===== src/rtl/sdp_cmd_decoder.sv =====
module sdp_cmd_decoder #(
  parameter int ADDR_W = 17,
  parameter logic [7:0] DEV_ID = 8'h07,
  parameter int LOCK_CYCLES = 300
) (
  input  logic              clk,
  input  logic              rst_n,
  input  logic              wr_en,
  input  logic [ADDR_W-1:0] wr_addr,
  input  logic [7:0]        wr_data,
  input  logic              load_done,
  input  logic [ADDR_W-1:0] rd_addr,
  input  logic [7:0]        arr_data,
  output logic              load_ok,
  output logic              erase_start,
  output logic              prot_on,
  output logic              id_mode,
  output logic              busy,
  output logic [7:0]        rd_data
);
  localparam int CW = $clog2(LOCK_CYCLES + 1);

  typedef enum logic [2:0] {ST_IDLE, ST_U1, ST_U2, ST_X0, ST_X1, ST_X2} st_t;

  st_t state, nxt;
  logic window, hit, take;
  logic [CW-1:0] cnt;

  wire at_a = wr_addr[14:0] == 15'h5555;
  wire at_b = wr_addr[14:0] == 15'h2AAA;

  assign busy = cnt != '0;
  assign take = wr_en && !busy && !window;

  always_comb begin
    hit = 1'b0;
    nxt = ST_IDLE;
    case (state)
      ST_IDLE: begin hit = at_a && wr_data == 8'hAA; nxt = ST_U1; end
      ST_X0:   begin hit = at_a && wr_data == 8'hAA; nxt = ST_X1; end
      ST_U1:   begin hit = at_b && wr_data == 8'h55; nxt = ST_U2; end
      ST_X1:   begin hit = at_b && wr_data == 8'h55; nxt = ST_X2; end
      ST_U2: begin
        hit = at_a && (wr_data == 8'hA0 || wr_data == 8'h90 ||
                       wr_data == 8'hF0 || wr_data == 8'h80);
        nxt = (wr_data == 8'h80) ? ST_X0 : ST_IDLE;
      end
      ST_X2:   hit = at_a && (wr_data == 8'h20 || wr_data == 8'h10 || wr_data == 8'h60);
      default: ;
    endcase
  end

  assign load_ok = wr_en && !busy && (window || (!prot_on && !hit));
  assign erase_start = take && hit && state == ST_X2 && wr_data == 8'h10;

  assign rd_data = (id_mode && rd_addr[14:1] == '0) ?
                   (rd_addr[0] ? DEV_ID : 8'hBF) : arr_data;

  always_ff @(posedge clk or negedge rst_n) begin
    if (!rst_n) begin
      state   <= ST_IDLE;
      prot_on <= 1'b0;
      id_mode <= 1'b0;
      window  <= 1'b0;
      cnt     <= '0;
    end else begin
      if (busy) cnt <= cnt - 1'b1;
      else if (take && !hit && prot_on) cnt <= CW'(LOCK_CYCLES);
      if (load_done) window <= 1'b0;
      if (take) begin
        state <= hit ? nxt : ST_IDLE;
        if (hit && state == ST_U2) begin
          if (wr_data == 8'hA0) begin prot_on <= 1'b1; window <= 1'b1; end
          if (wr_data == 8'h90) id_mode <= 1'b1;
          if (wr_data == 8'hF0) id_mode <= 1'b0;
        end
        if (hit && state == ST_X2) begin
          if (wr_data == 8'h20) prot_on <= 1'b0;
          if (wr_data == 8'h60) id_mode <= 1'b1;
        end
      end
    end
  end

  a_r3_window_protected: assert property (@(posedge clk) disable iff (!rst_n)
    window |-> prot_on);
  a_r4_no_load_in_lockout: assert property (@(posedge clk) disable iff (!rst_n)
    busy |-> !load_ok);
  a_r4_lockout_needs_prot: assert property (@(posedge clk) disable iff (!rst_n)
    $rose(busy) |-> $past(prot_on));
  a_r2_load_needs_write: assert property (@(posedge clk) disable iff (!rst_n)
    load_ok |-> wr_en);
  a_r5_id_moves_on_write: assert property (@(posedge clk) disable iff (!rst_n)
    !$stable(id_mode) |-> $past(wr_en));
  a_r7_prot_moves_on_write: assert property (@(posedge clk) disable iff (!rst_n)
    !$stable(prot_on) |-> $past(wr_en));
  a_r8_erase_single: assert property (@(posedge clk) disable iff (!rst_n)
    erase_start |-> !busy && wr_en);
endmodule


===== config.mk =====
export PLATFORM = sky130hd
export DESIGN_NAME = sdp_cmd_decoder
export DESIGN_NICKNAME = d
export VERILOG_FILES = /design/src/rtl/sdp_cmd_decoder.sv
export SDC_FILE = /design/constraint.sdc
export NUM_CORES = 1
export LEC_CHECK = 0
export BUFFER_PORTS_ARGS = -buffer_cell sky130_fd_sc_hd__buf_2
export CAP_MARGIN = 20
export CORE_ASPECT_RATIO = 0.9
export CORE_MARGIN = 8
export CORE_UTILIZATION = 40
export DETAILED_ROUTE_END_ITERATION = 8
export PLACE_DENSITY_LB_ADDON = 0.05
export SLEW_MARGIN = 20
export SYNTH_ARGS = -nofsm -noshare
export SYNTH_HDL_FRONTEND = slang
export SYNTH_SLANG_ARGS = --single-unit

===== constraint.sdc =====
create_clock -name clk -period 2.8 [get_ports clk]
set_input_delay 0.56 -clock clk [delete_from_list [all_inputs] [get_ports clk]]
set_output_delay 0.56 -clock clk [all_outputs]
set_load 0.05 [all_outputs]

; Yosys cells after proc, flatten, opt, wreduce, memory -nomap -nowiden
; Cells that the tools add are included.
[totals]
reg_bits = 15
input_bits = 54
[classes]
add_sub_neg = 1
eq_ne = 16
muxes = 21
reduce_logical = 32
[ops]
columns = op, n
row1 = "8-bit equality test, second input constant", 5
row2 = 9-bit 2-to-1 mux, 2
row3 = "8-bit by 7-bit equality test with 1-bit output, second input constant", 2
row4 = 1-bit logical AND, 16
row5 = 8-bit 2-to-1 mux, 2
row6 = "15-bit by 14-bit equality test with 1-bit output, second input constant", 1
row7 = "15-bit equality test, second input constant", 1
row8 = 3-bit one-hot mux with 5 select lines, 1
row9 = 14-bit logical NOT, 1
row10 = 1-bit 2-to-1 mux, 13
row11 = 9-bit nonzero test, 1
row12 = "9-bit by 1-bit subtractor with 9-bit output, second input constant", 1
row13 = "8-bit by 5-bit equality test with 1-bit output, second input constant", 1
row14 = "8-bit by 6-bit equality test with 1-bit output, second input constant", 1
row15 = "3-bit by 2-bit equality test with 1-bit output, second input constant", 2
row16 = "3-bit equality test, second input constant", 2
row17 = 1-bit logical OR, 6
row18 = 1-bit logical NOT, 4
row19 = 1-bit one-hot mux with 4 select lines, 1
row20 = 2-bit OR reduction, 2
row21 = "3-bit by 1-bit equality test with 1-bit output, second input constant", 1
row22 = 3-bit logical NOT, 1
row23 = 3-bit 2-to-1 mux, 1
row24 = 2-bit 2-to-1 mux, 1
row25 = 2-bit nonzero test, 1

; Depth between registers and ports, before layout
; Gate-level depths: netlist (run 1).
[depth]
depth_word = 11
depth_mapped = 9
mapped_depth_nobuf = 8

; Least setup slack after synthesis (run 1)
; OpenSTA, ideal clock, no wires.
[synth_path]
kind = input -> output
from = input port wr_addr[0]
to = output port erase_start
arrival_ns = 2.679
required_ns = 2.240
slack_ns = -0.439
stages = 5
n_path_buf = 0
cell_sequence = or4b_1 > or4_4 > nor4_4 > nor2_1 > nor2_1
[synth_via]
elab_chain_cells = 6
elab_cells_between_ends = 10
classes_between = 2 x eq/ne / 1 x mux / 7 x reduce/logical
[synth_rtl]
columns = element, line
row1 = start: declaration, 9  ; input logic [ADDR_W-1:0] wr_addr,
row2 = 15-bit equality test or 15-bit by 14-bit equality test with 1-bit output (tied branches), "29, 30"
row3 = "1-bit logical AND, on equally long branches", --
row4 = 1-bit one-hot mux with 4 select lines (*), 38  ; case (state)
row5 = 1-bit logical AND (*) (3 in series), 54  ; assign erase_start = take && hit && state == ST_X2 && wr_data == 8'h10;
row6 = end: declaration, 15  ; output logic erase_start,
; Mark *: on every way between the ends. The rest lies on a longest branch, timed or not.

; Worst setup path in the final report (run 1)
[layout_path]
from = register state[1]
to = output port load_ok
[layout_via]
elab_chain_cells = 7
elab_cells_between_ends = 13
classes_between = 5 x eq/ne / 1 x mux / 7 x reduce/logical
[layout_rtl]
columns = element, line
row1 = start: declaration, 25  ; st_t state, nxt;
row2 = start signal: assignment, 71  ; state <= hit ? nxt : ST_IDLE;
row3 = 3-bit equality test (tied with other cells), 38
row4 = 2-bit OR reduction (no line), --
row5 = 1-bit one-hot mux with 4 select lines (*), 38
row6 = 1-bit logical NOT (*), 53  ; assign load_ok = wr_en && !busy && (window || (!prot_on && !hit));
row7 = 1-bit logical AND (*), 53
row8 = 1-bit logical OR (*), 53
row9 = 1-bit logical AND (*), 53
row10 = end: declaration, 14  ; output logic load_ok,
; Marks and branches as above.

==> load_flow_metrics.sql, run 1 <==
INSERT INTO impl_metrics (metric_group, metric, value, unit) VALUES
('status', 'violations', 'negative setup slack', ''),
('timing', 'period_minus_slack', '3.01', 'ns'),
('synthesis', 'synthCells', '148', ''),
('routing', 'route.antenna.remaining_nets', '0', ''),
('routing', 'num_vias', '1513', ''),
('run', 'max-cap-violations', '0', ''),
('die', 'die_x', '74.7', 'um'),
('timing', 'postLayoutSetupSlackWorst', '-0.208', 'ns'),
('finish', 'commonest_non_fill_non_tap_cell_in_the_layout', 'sky130_fd_sc_hd__buf_2', ''),
('worst_hold_path', 'holdCritPathClass', 'input port to asynchronous set/reset pin', ''),
('synthesis', 'synth.yosys.seq_area_share', '30.3', '%'),
('routing', 'first_pass_iteration_count_of_the_detailed_router', '4', ''),
('cts', 'ctsRootBufferMaster', 'sky130_fd_sc_hd__clkbuf_4', ''),
('status', 'outcome', 'finished, violations left', ''),
('timing', 'unrepaired_setup_endpoints_after_global_routing', 'true', ''),
('timing', 'worstMarginPinSlew', '0.579', 'ns'),
('timing', 'post-route-period-util', '107', '%'),
('synthesis', 'synth_cell_type_count', '44', ''),
('routing', 'post_drt_wl_per_cell', '15.1', 'um'),
('timing', 'final_hold_viol_count', '0', ''),
('finish', 'syn_to_final_growth', '56.2', '%'),
('placed_design', 'place.detailed.instances', '272', ''),
('synthesis', 'dominant_register_cell_in_the_synthesized_netlist', 'sky130_fd_sc_hd__dfrtp_1', ''),
('setup_path', 'crit_type', 'register to output port', ''),
('cts', 'cts_hold_buf', '0', ''),
('die', 'placement_rows', '19', ''),
('die', 'floorplan.die.height', '68.8', 'um'),
('setup_path', 'startpoint', 'state[1]', ''),
('placed_design', 'place_congestion', '0.891', ''),
('finish', 'finish.cell_count_without_fillers', '282', ''),
('setup_path', 'max_fanout_on_critical_path', '4', ''),
('global_route', 'grt_pass1_wl', '6370', 'um'),
('setup_path', 'timing.critical_path.from_type', 'register', ''),
('setup_path', 'r2r_start', 'cnt[0]', ''),
('placed_design', 'input_output_buffers', '62', ''),
('finish', 'fill_cells', '250', ''),
('synthesis', 'synth-warning-count', '0', ''),
('routing', 'detail_route.iter0.violations', '79', ''),
('cts', 'number_of_buffers_created_by_cts', '3', ''),
('global_route', 'grt.overflow.total', '0', ''),
('finish', 'n_antenna_cell', '0', ''),
('global_route', 'via_count_of_the_first_global_routing_pass', '1465', ''),
('finish', 'post_route_cells_drive_above_1_share', '46.3', '%'),
('setup_path', 'reg2reg_depth', '9', ''),
('cts', 'clock_tree.htree_level_count', '1', ''),
('cts', 'cts_max_path_buffers', '2', ''),
('timing', 'timing.slew.headroom', '61.0', '%'),
('synthesis', 'avgSynthCellArea', '8.37', 'um^2'),
('timing', 'worst_clock_skew', '0.0147', 'ns'),
('finish', 'final_net_count', '296', ''),
('global_route', 'grt_util_all_layers', '15.8', '%'),
('cts', 'clock_latency_at_the_later_pin_of_the_worst_skew_pair', '0.30', 'ns'),
('routing', 'route.detailed.vias_per_inst', '5.37', ''),
('cts', 'tritoncts', 'built', ''),
('cts', 'cts.sink_count', '15', ''),
('setup_path', 'crit_path_required_time', '2.24', 'ns'),
('global_route', 'grt_max_degree', '16', ''),
('synthesis', 'asyncSetResetFlopFracSynth', '100', '%'),
('synthesis', 'syn_area', '1240', 'um^2'),
('pwr', 'ir_worst_vdd', '0.244', 'mV'),
('placed_design', 'dpl.hpwl', '3430', 'um'),
('synthesis', 'synthesis.nets', '203', ''),
('die', 'ios', '67', ''),
('die', 'die-area', '5140', 'um^2'),
('synthesis', 'synth-edff-count', '0', ''),
('pwr', 'cellLeakagePower', '0.993', 'nW'),
('setup_path', 'cp-end-kind', 'output port', ''),
('finish', 'final_cell_mix', 'sky130_fd_sc_hd__buf_2, sky130_fd_sc_hd__buf_4, sky130_fd_sc_hd__dfrtp_1', ''),
('routing', 'drc_errors', '0', ''),
('pwr', 'power.density', '243', 'nW/um^2'),
('die', 'core-area', '3000', 'um^2'),
('die', 'floorplan.initialDensity', '41.4', '%'),
('timing', 'maxClockFrequency', '332', 'MHz'),
('setup_path', 'critPathArrivalTime', '2.45', 'ns'),
('cts', 'path_clk_slew', '0.10', 'ns'),
('global_route', 'antenna_found_initial', '0', ''),
('routing', 'wirelength', '4260', 'um'),
('timing', 'timing.final.max_slew_violations', '0', ''),
('timing', 'setup_viol', '2', ''),
('synthesis', 'postSynthRegisterBits', '15', ''),
('timing', 'timing.setup.tns', '-0.401', 'ns');
## critical path, stage by stage (launching register included)
cell and delay (ns):
sky130_fd_sc_hd__dfrtp_1 0.41, sky130_fd_sc_hd__buf_6 0.13, sky130_fd_sc_hd__or4b_4 0.51, sky130_fd_sc_hd__nor4_4 0.28
sky130_fd_sc_hd__o21ai_2 0.09, sky130_fd_sc_hd__a31oi_4 0.25, sky130_fd_sc_hd__nor3_2 0.06, sky130_fd_sc_hd__o211a_2 0.27
sky130_fd_sc_hd__buf_8 0.15
## routing by layer
layer  track usage (%)  wire length [um]  share of wire [%]  vias up
met3              6.36               513                 12        6
met2              26.8              1960                 46       68
met5                 0                 0                  0        -
met1              17.9              1750                 41      695
li1                  -                 -                  -      744
met4              4.63                44                1.0        0
## cell families (layout without fill, tap and decap cells)
family / after synthesis / after routing / synth area share [%]
XOR/XNOR: 6 / 6 / 4.24
flip-flops: 15 / 15 / 30.3
buffers and inverters: 12 / 104 / 3.84
AO/OA/AOI/OAI: 31 / 31 / 17.7
AND/OR/NAND/NOR: 83 / 83 / 42.9
adder cells (fa/ha/maj): 1 / 1 / 1.01
## report_power, final
| group | internal [mW] | total (mW) | switching (mW) |
|---|---|---|---|
| clock network | 0.0534 | 0.130 | 0.0764 |
| registers | 0.217 | 0.217 | 0.0000795 |
| logic | 0.0553 | 0.123 | 0.0682 |
## cells in the mapped netlist (2+ instances only)
| library cell | instances | area, um^2 |
|---|---|---|
| sky130_fd_sc_hd__dfrtp_1 | 15 | 375 |
| sky130_fd_sc_hd__nor2_1 | 13 | 48.8 |
| sky130_fd_sc_hd__nor3_1 | 12 | 60.1 |
| sky130_fd_sc_hd__nand2_1 | 11 | 41.3 |
| sky130_fd_sc_hd__inv_1 | 8 | 30.0 |
| sky130_fd_sc_hd__a21o_1 | 7 | 52.6 |
| sky130_fd_sc_hd__nor4_1 | 5 | 31.3 |
| sky130_fd_sc_hd__o21ai_0 | 5 | 25.0 |
| sky130_fd_sc_hd__xnor2_1 | 5 | 43.8 |
| sky130_fd_sc_hd__nand2b_1 | 4 | 25.0 |
| sky130_fd_sc_hd__nand4_1 | 4 | 25.0 |
| sky130_fd_sc_hd__or3b_1 | 4 | 35.0 |
| sky130_fd_sc_hd__a21oi_1 | 3 | 15.0 |
| sky130_fd_sc_hd__a31oi_1 | 3 | 18.8 |
| sky130_fd_sc_hd__nand4b_1 | 3 | 26.3 |
| sky130_fd_sc_hd__nand4bb_1 | 3 | 33.8 |
| sky130_fd_sc_hd__nor4b_1 | 3 | 26.3 |
| sky130_fd_sc_hd__nor4bb_1 | 3 | 30.0 |
| sky130_fd_sc_hd__or3_1 | 3 | 18.8 |
| sky130_fd_sc_hd__and2_1 | 2 | 12.5 |
| sky130_fd_sc_hd__buf_2 | 2 | 10.0 |
| sky130_fd_sc_hd__clkbuf_1 | 2 | 7.51 |
| sky130_fd_sc_hd__nand3_1 | 2 | 10.0 |
| sky130_fd_sc_hd__nand3b_1 | 2 | 15.0 |
| sky130_fd_sc_hd__o211a_1 | 2 | 20.0 |
| sky130_fd_sc_hd__o22ai_1 | 2 | 12.5 |
| sky130_fd_sc_hd__o31ai_1 | 2 | 15.0 |
| sky130_fd_sc_hd__or4b_1 | 2 | 20.0 |
## per-stage QoR
stage / util, % / cell area, um^2 / total power [mW] / hold slack [ns] / setup WS, ns
finish: 64.6 / 1930 / 0.470 / 0.134 / -0.208
global route: 64.6 / 1930 / 0.490 / 0.160 / -0.308
CTS: 61.9 / 1860 / 0.469 / 0.153 / -0.234
detailed placement: 59.1 / 1770 / 0.340 / 0.477 / -0.269
global placement: 59.1 / 1770 / 0.337 / 0.467 / -0.239
floorplan: - / 1250 / 0.272 / 0.264 / -0.0214
## worst paths after layout
check / endpoint / slack [ns]
hold reg to reg: cnt[8] / 0.52
max in group asynchronous: state[2] / 2.40
min in group clk: cnt[8] / 0.52
setup reg to reg: prot_on / 0.20
hold / removal: id_mode / 0.13
setup / recovery: load_ok / -0.21
## cell type report
| class | instances | area, um^2 | area share, % |
|---|---|---|---|
| Clock buffer | 3 | 22.5 | 1.16 |
| Clock inverter | 1 | 5.00 | 0.259 |
| Inverter | 8 | 30.0 | 1.55 |
| Multi-Input combinational cell | 121 | 880 | 45.5 |
| Sequential cell | 15 | 375 | 19.4 |
| Tap cell | 42 | 52.6 | 2.72 |
| Timing Repair Buffer | 92 | 569 | 29.4 |
## flip-flops by register name, indices dropped and copies added (netlist names)
register,count
id_mode,1
window,1
cnt,9
prot_on,1
state,3
## what timing repair did
action	CTS	global route
pin swaps	4	6
gates cloned	0	0
endpoints found under the setup margin	2	5
buffers inserted	3	3
gates resized for setup	9	12
(Power assumes the default switching activity.)
==> run 2: changes to the inputs <==
Settings changed: PLACE_DENSITY set to 0.76, PLACE_DENSITY_LB_ADDON 0.05 to unset.
==> load_flow_metrics.sql, run 2 (same netlist as run 1, synthesis figures left out) <==
INSERT INTO impl_metrics (metric_group, metric, value, unit) VALUES
('status', 'outcome', 'finished, violations left', ''),
('status', 'violations', 'negative setup slack', ''),
('placed_design', 'dpl.hpwl', '3090', 'um'),
('timing', 'period_minus_slack', '3.02', 'ns'),
('finish', 'finish.cell_count_without_fillers', '275', ''),
('finish', 'largest_registers', 'cnt: 9 flops, state: 3 flops', ''),
('routing', 'first_pass_iteration_count_of_the_detailed_router', '6', ''),
('setup_path', 'r2r_slack', '0.21', 'ns'),
('global_route', 'grt_pass1_wl', '5860', 'um'),
('setup_path', 'r2r_start', 'cnt[0]', ''),
('finish', 'n_antenna_cell', '0', ''),
('setup_path', 'critPathArrivalTime', '2.46', 'ns'),
('finish', 'fill_cells', '289', ''),
('finish', 'finish.instance_area', '1860', 'um^2'),
('cts', 'ctsRootBufferMaster', 'sky130_fd_sc_hd__clkbuf_4', ''),
('setup_path', 'timing.critical_path.from_type', 'register', ''),
('routing', 'route.detailed.vias_per_inst', '5.24', ''),
('pwr', 'ir_worst_vdd', '0.128', 'mV'),
('setup_path', 'r2r-end', 'prot_on', ''),
('global_route', 'via_count_of_the_first_global_routing_pass', '1369', ''),
('routing', 'post_drt_wl_per_cell', '14.0', 'um'),
('setup_path', 'timing.critical_path.cells', 'buf_6 -> or4b_4 -> nor4_4 -> o21ai_1 -> a31oi_2 -> nor3_2 -> o211a_2 -> buf_8', ''),
('global_route', 'grt_max_degree', '16', ''),
('routing', 'wirelength', '3860', 'um'),
('cts', 'tritoncts', 'built', ''),
('global_route', 'grt_util_all_layers', '13.9', '%'),
('timing', 'post-route-period-util', '108', '%'),
('cts', 'cts_hold_buf', '0', ''),
('setup_path', 'critical-path-top-delay-family', 'simple AND/OR/NAND/NOR gates', ''),
('setup_path', 'startpoint', 'state[1]', ''),
('timing', 'unrepaired_setup_endpoints_after_global_routing', 'true', ''),
('global_route', 'antenna_found_initial', '0', ''),
('finish', 'finalCoreUtilization', '62.2', '%'),
('cts', 'path_clk_slew', '0.09', 'ns'),
('timing', 'worst_clock_skew', '0.00934', 'ns'),
('placed_design', 'place.detailed.instances', '268', ''),
('die', 'die-area', '5140', 'um^2'),
('finish', 'final_net_count', '289', ''),
('die', 'ios', '67', ''),
('placed_design', 'placed_area', '1740', 'um^2'),
('global_route', 'grt.overflow.total', '0', ''),
('finish', 'largest_register_ff_count', '9', ''),
('cts', 'clock_tree.htree_level_count', '1', ''),
('cts', 'cts.sink_count', '15', ''),
('setup_path', 'crit_path_max_incr_delay', '0.52', 'ns'),
('finish', 'final_cell_mix', 'sky130_fd_sc_hd__buf_2, sky130_fd_sc_hd__buf_4, sky130_fd_sc_hd__dfrtp_1', ''),
('setup_path', 'cp-end-kind', 'output port', ''),
('pwr', 'fin_total_pwr', '460', 'uW'),
('pwr', 'cellLeakagePower', '0.952', 'nW'),
('finish', 'post_route_cells_drive_above_1_share', '44.6', '%'),
('finish', 'largest-register', 'cnt', ''),
('cts', 'cts_max_path_buffers', '2', ''),
('finish', 'syn_to_final_growth', '50.4', '%'),
('timing', 'final_hold_viol_count', '0', ''),
('die', 'core-area', '3000', 'um^2'),
('setup_path', 'reg2reg_depth', '9', ''),
('timing', 'timing.final.max_slew_violations', '0', ''),
('timing', 'maxClockFrequency', '331', 'MHz'),
('cts', 'clock_latency_at_the_later_pin_of_the_worst_skew_pair', '0.28', 'ns'),
('timing', 'final_hold_slack', '0.158', 'ns'),
('worst_hold_path', 'holdCritPathClass', 'input port to asynchronous set/reset pin', ''),
('routing', 'num_vias', '1441', ''),
('setup_path', 'crit_path_required_time', '2.24', 'ns'),
('placed_design', 'input_output_buffers', '62', ''),
('die', 'floorplan.die.height', '68.8', 'um'),
('routing', 'detail_route.iter0.violations', '70', ''),
('placed_design', 'place_congestion', '0.901', ''),
('die', 'placement_rows', '19', ''),
('die', 'floorplan.initialDensity', '41.4', '%'),
('routing', 'route.antenna.remaining_nets', '0', ''),
('placed_design', 'preCtsSetupSlack', '-0.226', 'ns'),
('die', 'die_x', '74.7', 'um'),
('timing', 'timing.slew.headroom', '67.8', '%'),
('timing', 'setup_viol', '2', ''),
('setup_path', 'max_fanout_on_critical_path', '6', ''),
('cts', 'number_of_buffers_created_by_cts', '3', ''),
('routing', 'drc_errors', '0', ''),
('timing', 'timing.setup.tns', '-0.432', 'ns'),
('pwr', 'power.density', '247', 'nW/um^2'),
('setup_path', 'path_buf_inv', '2', ''),
('finish', 'commonest_non_fill_non_tap_cell_in_the_layout', 'sky130_fd_sc_hd__buf_2', ''),
('timing', 'worstMarginPinSlew', '0.478', 'ns'),
('setup_path', 'crit_type', 'register to output port', ''),
('setup_path', 'timing.critical_path.slowest_stage_cell', 'sky130_fd_sc_hd__or4b_4', ''),
('timing', 'postLayoutSetupSlackWorst', '-0.222', 'ns'),
('run', 'max-cap-violations', '0', '');
## run 2: routing by layer
layer	track usage (%)	vias up	wire, um
li1	-	731	-
met1	17.8	660	1650
met2	24.3	50	2030
met3	2.02	0	188
met4	2.93	0	0
met5	0	-	0
## run 2: repair_timing
item / CTS / global route
gates resized for setup: 6 / 12
endpoints found under the setup margin: 2 / 3
setup buffers: 2 / 1
pin swaps: 3 / 8
## run 2: layout make-up
cell class	instances	area, um^2	share of cell area [%]
clock buffers	4	26.3	1.41
inverters	8	30.0	1.61
well taps	42	52.6	2.82
repair buffers	85	513	27.5
flip-flops and latches	15	375	20.1
multi-input cells	121	866	46.5
## run 2: worst max path at each step
stage,to,slack (ns),depth (start not counted)
after global routing,load_ok,-0.34,8
after floorplan,load_ok,-0.02,5
after CTS,load_ok,-0.23,7
after detailed placement,load_ok,-0.23,7
after global placement,load_ok,-0.21,7
final,load_ok,-0.22,8
## run 2: report_power, final
group          switching, mW  total, mW  leakage (nW)  internal, mW
logic                 0.0661      0.120         0.728        0.0541
clock network         0.0678      0.123        0.0150        0.0553
registers          0.0000840      0.217         0.210         0.217
total                  0.134      0.460         0.952         0.326
==> run 3: changes to the inputs <==
Settings changed: ABC_CLOCK_PERIOD_IN_PS set to 2800, REMOVE_ABC_BUFFERS set to 1.
==> load_flow_metrics.sql, run 3 (same netlist as run 1, synthesis figures left out) <==
INSERT INTO impl_metrics (metric_group, metric, value, unit) VALUES
('status', 'outcome', 'finished, violations left', ''),
('status', 'violations', 'negative setup slack', ''),
('cts', 'cts_setup_buffers', '0', ''),
('pwr', 'switching_fraction_of_total_power', '29.0', '%'),
('placed_design', 'dpl.hpwl', '3160', 'um'),
('timing', 'timing.setup.tns', '-0.268', 'ns'),
('timing', 'postLayoutSetupSlackWorst', '-0.168', 'ns'),
('die', 'die_x', '74.7', 'um'),
('die', 'ios', '67', ''),
('finish', 'syn_to_final_growth', '47.2', '%'),
('global_route', 'grt_util_all_layers', '14.0', '%'),
('routing', 'detail_route.iter0.violations', '71', ''),
('cts', 'tritoncts', 'built', ''),
('setup_path', 'crit_type', 'register to output port', ''),
('finish', 'commonest_non_fill_non_tap_cell_in_the_layout', 'sky130_fd_sc_hd__buf_2', ''),
('global_route', 'grt_max_degree', '16', ''),
('global_route', 'grt_pass1_wl', '5800', 'um'),
('setup_path', 'reg2reg_depth', '9', ''),
('cts', 'ctsRootBufferMaster', 'sky130_fd_sc_hd__clkbuf_4', ''),
('setup_path', 'r2r-end', 'id_mode', ''),
('setup_path', 'r2r_slack', '0.25', 'ns'),
('timing', 'worst_clock_skew', '0.00216', 'ns'),
('timing', 'setup_viol', '2', ''),
('pwr', 'cellLeakagePower', '0.943', 'nW'),
('finish', 'finish.instance_area', '1820', 'um^2'),
('placed_design', 'place_congestion', '0.905', ''),
('die', 'core-area', '3000', 'um^2'),
('placed_design', 'placed_area', '1760', 'um^2'),
('pwr', 'ir_worst_vdd', '0.136', 'mV'),
('routing', 'route.antenna.remaining_nets', '0', ''),
('timing', 'unrepaired_setup_endpoints_after_global_routing', 'true', ''),
('routing', 'drc_errors', '0', ''),
('setup_path', 'crit_path_required_time', '2.24', 'ns'),
('cts', 'clock_latency_at_the_later_pin_of_the_worst_skew_pair', '0.28', 'ns'),
('pwr', 'power.share.clock', '26.4', '%'),
('timing', 'timing.final.max_slew_violations', '0', ''),
('finish', 'largest-register', 'cnt', ''),
('cts', 'number_of_buffers_created_by_cts', '3', ''),
('timing', 'worstMarginPinSlew', '0.526', 'ns'),
('pwr', 'power.density', '252', 'nW/um^2'),
('die', 'die-area', '5140', 'um^2'),
('setup_path', 'critPathArrivalTime', '2.41', 'ns'),
('finish', 'largest_register_ff_count', '9', ''),
('run', 'max-cap-violations', '0', ''),
('finish', 'fill_cells', '299', ''),
('timing', 'maxClockFrequency', '337', 'MHz'),
('placed_design', 'input_output_buffers', '62', ''),
('global_route', 'via_count_of_the_first_global_routing_pass', '1364', ''),
('cts', 'clock_tree.htree_level_count', '1', ''),
('pwr', 'switching_power', '133', 'uW'),
('finish', 'final_cell_mix', 'sky130_fd_sc_hd__buf_2, sky130_fd_sc_hd__buf_4, sky130_fd_sc_hd__dfrtp_1', ''),
('global_route', 'antenna_found_initial', '0', ''),
('die', 'placement_rows', '19', ''),
('finish', 'finalCoreUtilization', '60.9', '%'),
('routing', 'post_drt_wl_per_cell', '13.9', 'um'),
('finish', 'largest_registers', 'cnt: 9 flops, state: 3 flops', ''),
('setup_path', 'max_fanout_on_critical_path', '3', ''),
('timing', 'period_minus_slack', '2.97', 'ns'),
('cts', 'path_clk_slew', '0.09', 'ns'),
('finish', 'final_net_count', '289', ''),
('setup_path', 'r2r_start', 'cnt[0]', ''),
('setup_path', 'timing.critical_path.from_type', 'register', ''),
('pwr', 'fin_total_pwr', '459', 'uW'),
('die', 'floorplan.initialDensity', '41.4', '%'),
('timing', 'post-route-period-util', '106', '%'),
('pwr', 'share_of_total_power_in_sequential_cells', '47.2', '%'),
('routing', 'first_pass_iteration_count_of_the_detailed_router', '5', ''),
('timing', 'final_hold_viol_count', '0', ''),
('worst_hold_path', 'holdCritPathClass', 'input port to asynchronous set/reset pin', ''),
('pwr', 'comb_power_share', '26.3', '%'),
('global_route', 'grt.overflow.total', '0', ''),
('routing', 'num_vias', '1447', ''),
('finish', 'n_antenna_cell', '0', ''),
('pwr', 'p_int', '326', 'uW'),
('cts', 'cts.sink_count', '15', ''),
('timing', 'timing.slew.headroom', '64.6', '%'),
('cts', 'cts_max_path_buffers', '2', ''),
('finish', 'post_route_cells_drive_above_1_share', '42.9', '%'),
('die', 'floorplan.die.height', '68.8', 'um'),
('routing', 'route.detailed.vias_per_inst', '5.26', ''),
('setup_path', 'cp-end-kind', 'output port', ''),
('routing', 'wirelength', '3820', 'um');
## run 3: what timing repair did
action	in CTS	in global routing
endpoints found under the setup margin	2	3
hold buffers	0	0
endpoints found under the hold margin	0	0
pin swaps	1	2
resized for setup	4	6
## run 3: worst max path at each step
stage,start,endpoint,slack (ns),cells past startpoint
2_1_floorplan,cnt[0],erase_start,-0.78,7
3_3_place_gp,wr_addr[0],load_ok,-0.22,7
3_5_place_dp,wr_addr[0],load_ok,-0.22,7
4_1_cts,state[1],load_ok,-0.18,6
5_1_grt,state[1],load_ok,-0.24,6
6_report,state[1],load_ok,-0.17,6
## run 3: area by class of cell
cell class	instances	area (um^2)	share of cell area, %
multi-input cells	121	843	46.3
flip-flops and latches	15	375	20.6
well taps	42	52.6	2.88
clock buffers	4	26.3	1.44
repair buffers	85	495	27.2
inverters	8	30.0	1.65
## run 3: stage by stage
stage	setup WS [ns]	hold WS (ns)	instances
global route	-0.244	0.192	275
floorplan	-0.777	0.264	144
global placement	-0.220	0.472	271
detailed placement	-0.220	0.482	271
CTS	-0.177	0.175	275
finish	-0.168	0.166	275
## run 3: power groups by stage
stage / Sequential, mW / Clock, mW / Combinational [mW]
after global placement: 0.221 / 0 / 0.116
final: 0.217 / 0.121 / 0.121
after detailed placement: 0.221 / 0 / 0.118
after CTS: 0.217 / 0.125 / 0.120
after floorplan: 0.221 / 0 / 0.0488
after global routing: 0.217 / 0.133 / 0.130
## run 3: worst max-delay path, stage by stage, from the launching register on
cell	delay [ns]
sky130_fd_sc_hd__dfrtp_1	0.40
sky130_fd_sc_hd__or4b_1	0.51
sky130_fd_sc_hd__or4_4	0.45
sky130_fd_sc_hd__nor4_4	0.28
sky130_fd_sc_hd__nor3_1	0.10
sky130_fd_sc_hd__o211a_1	0.23
sky130_fd_sc_hd__buf_6	0.15
## run 3: metal layers
layer	vias to the layer above	part of all wire [%]	GRT usage (%)	routed length (um)
met1	668	45	18.9	1740
met2	42	49	22.3	1880
met3	4	4.7	2.75	179
li1	733	-	-	-
met4	0	0.55	4.15	21
met5	-	0	0	0
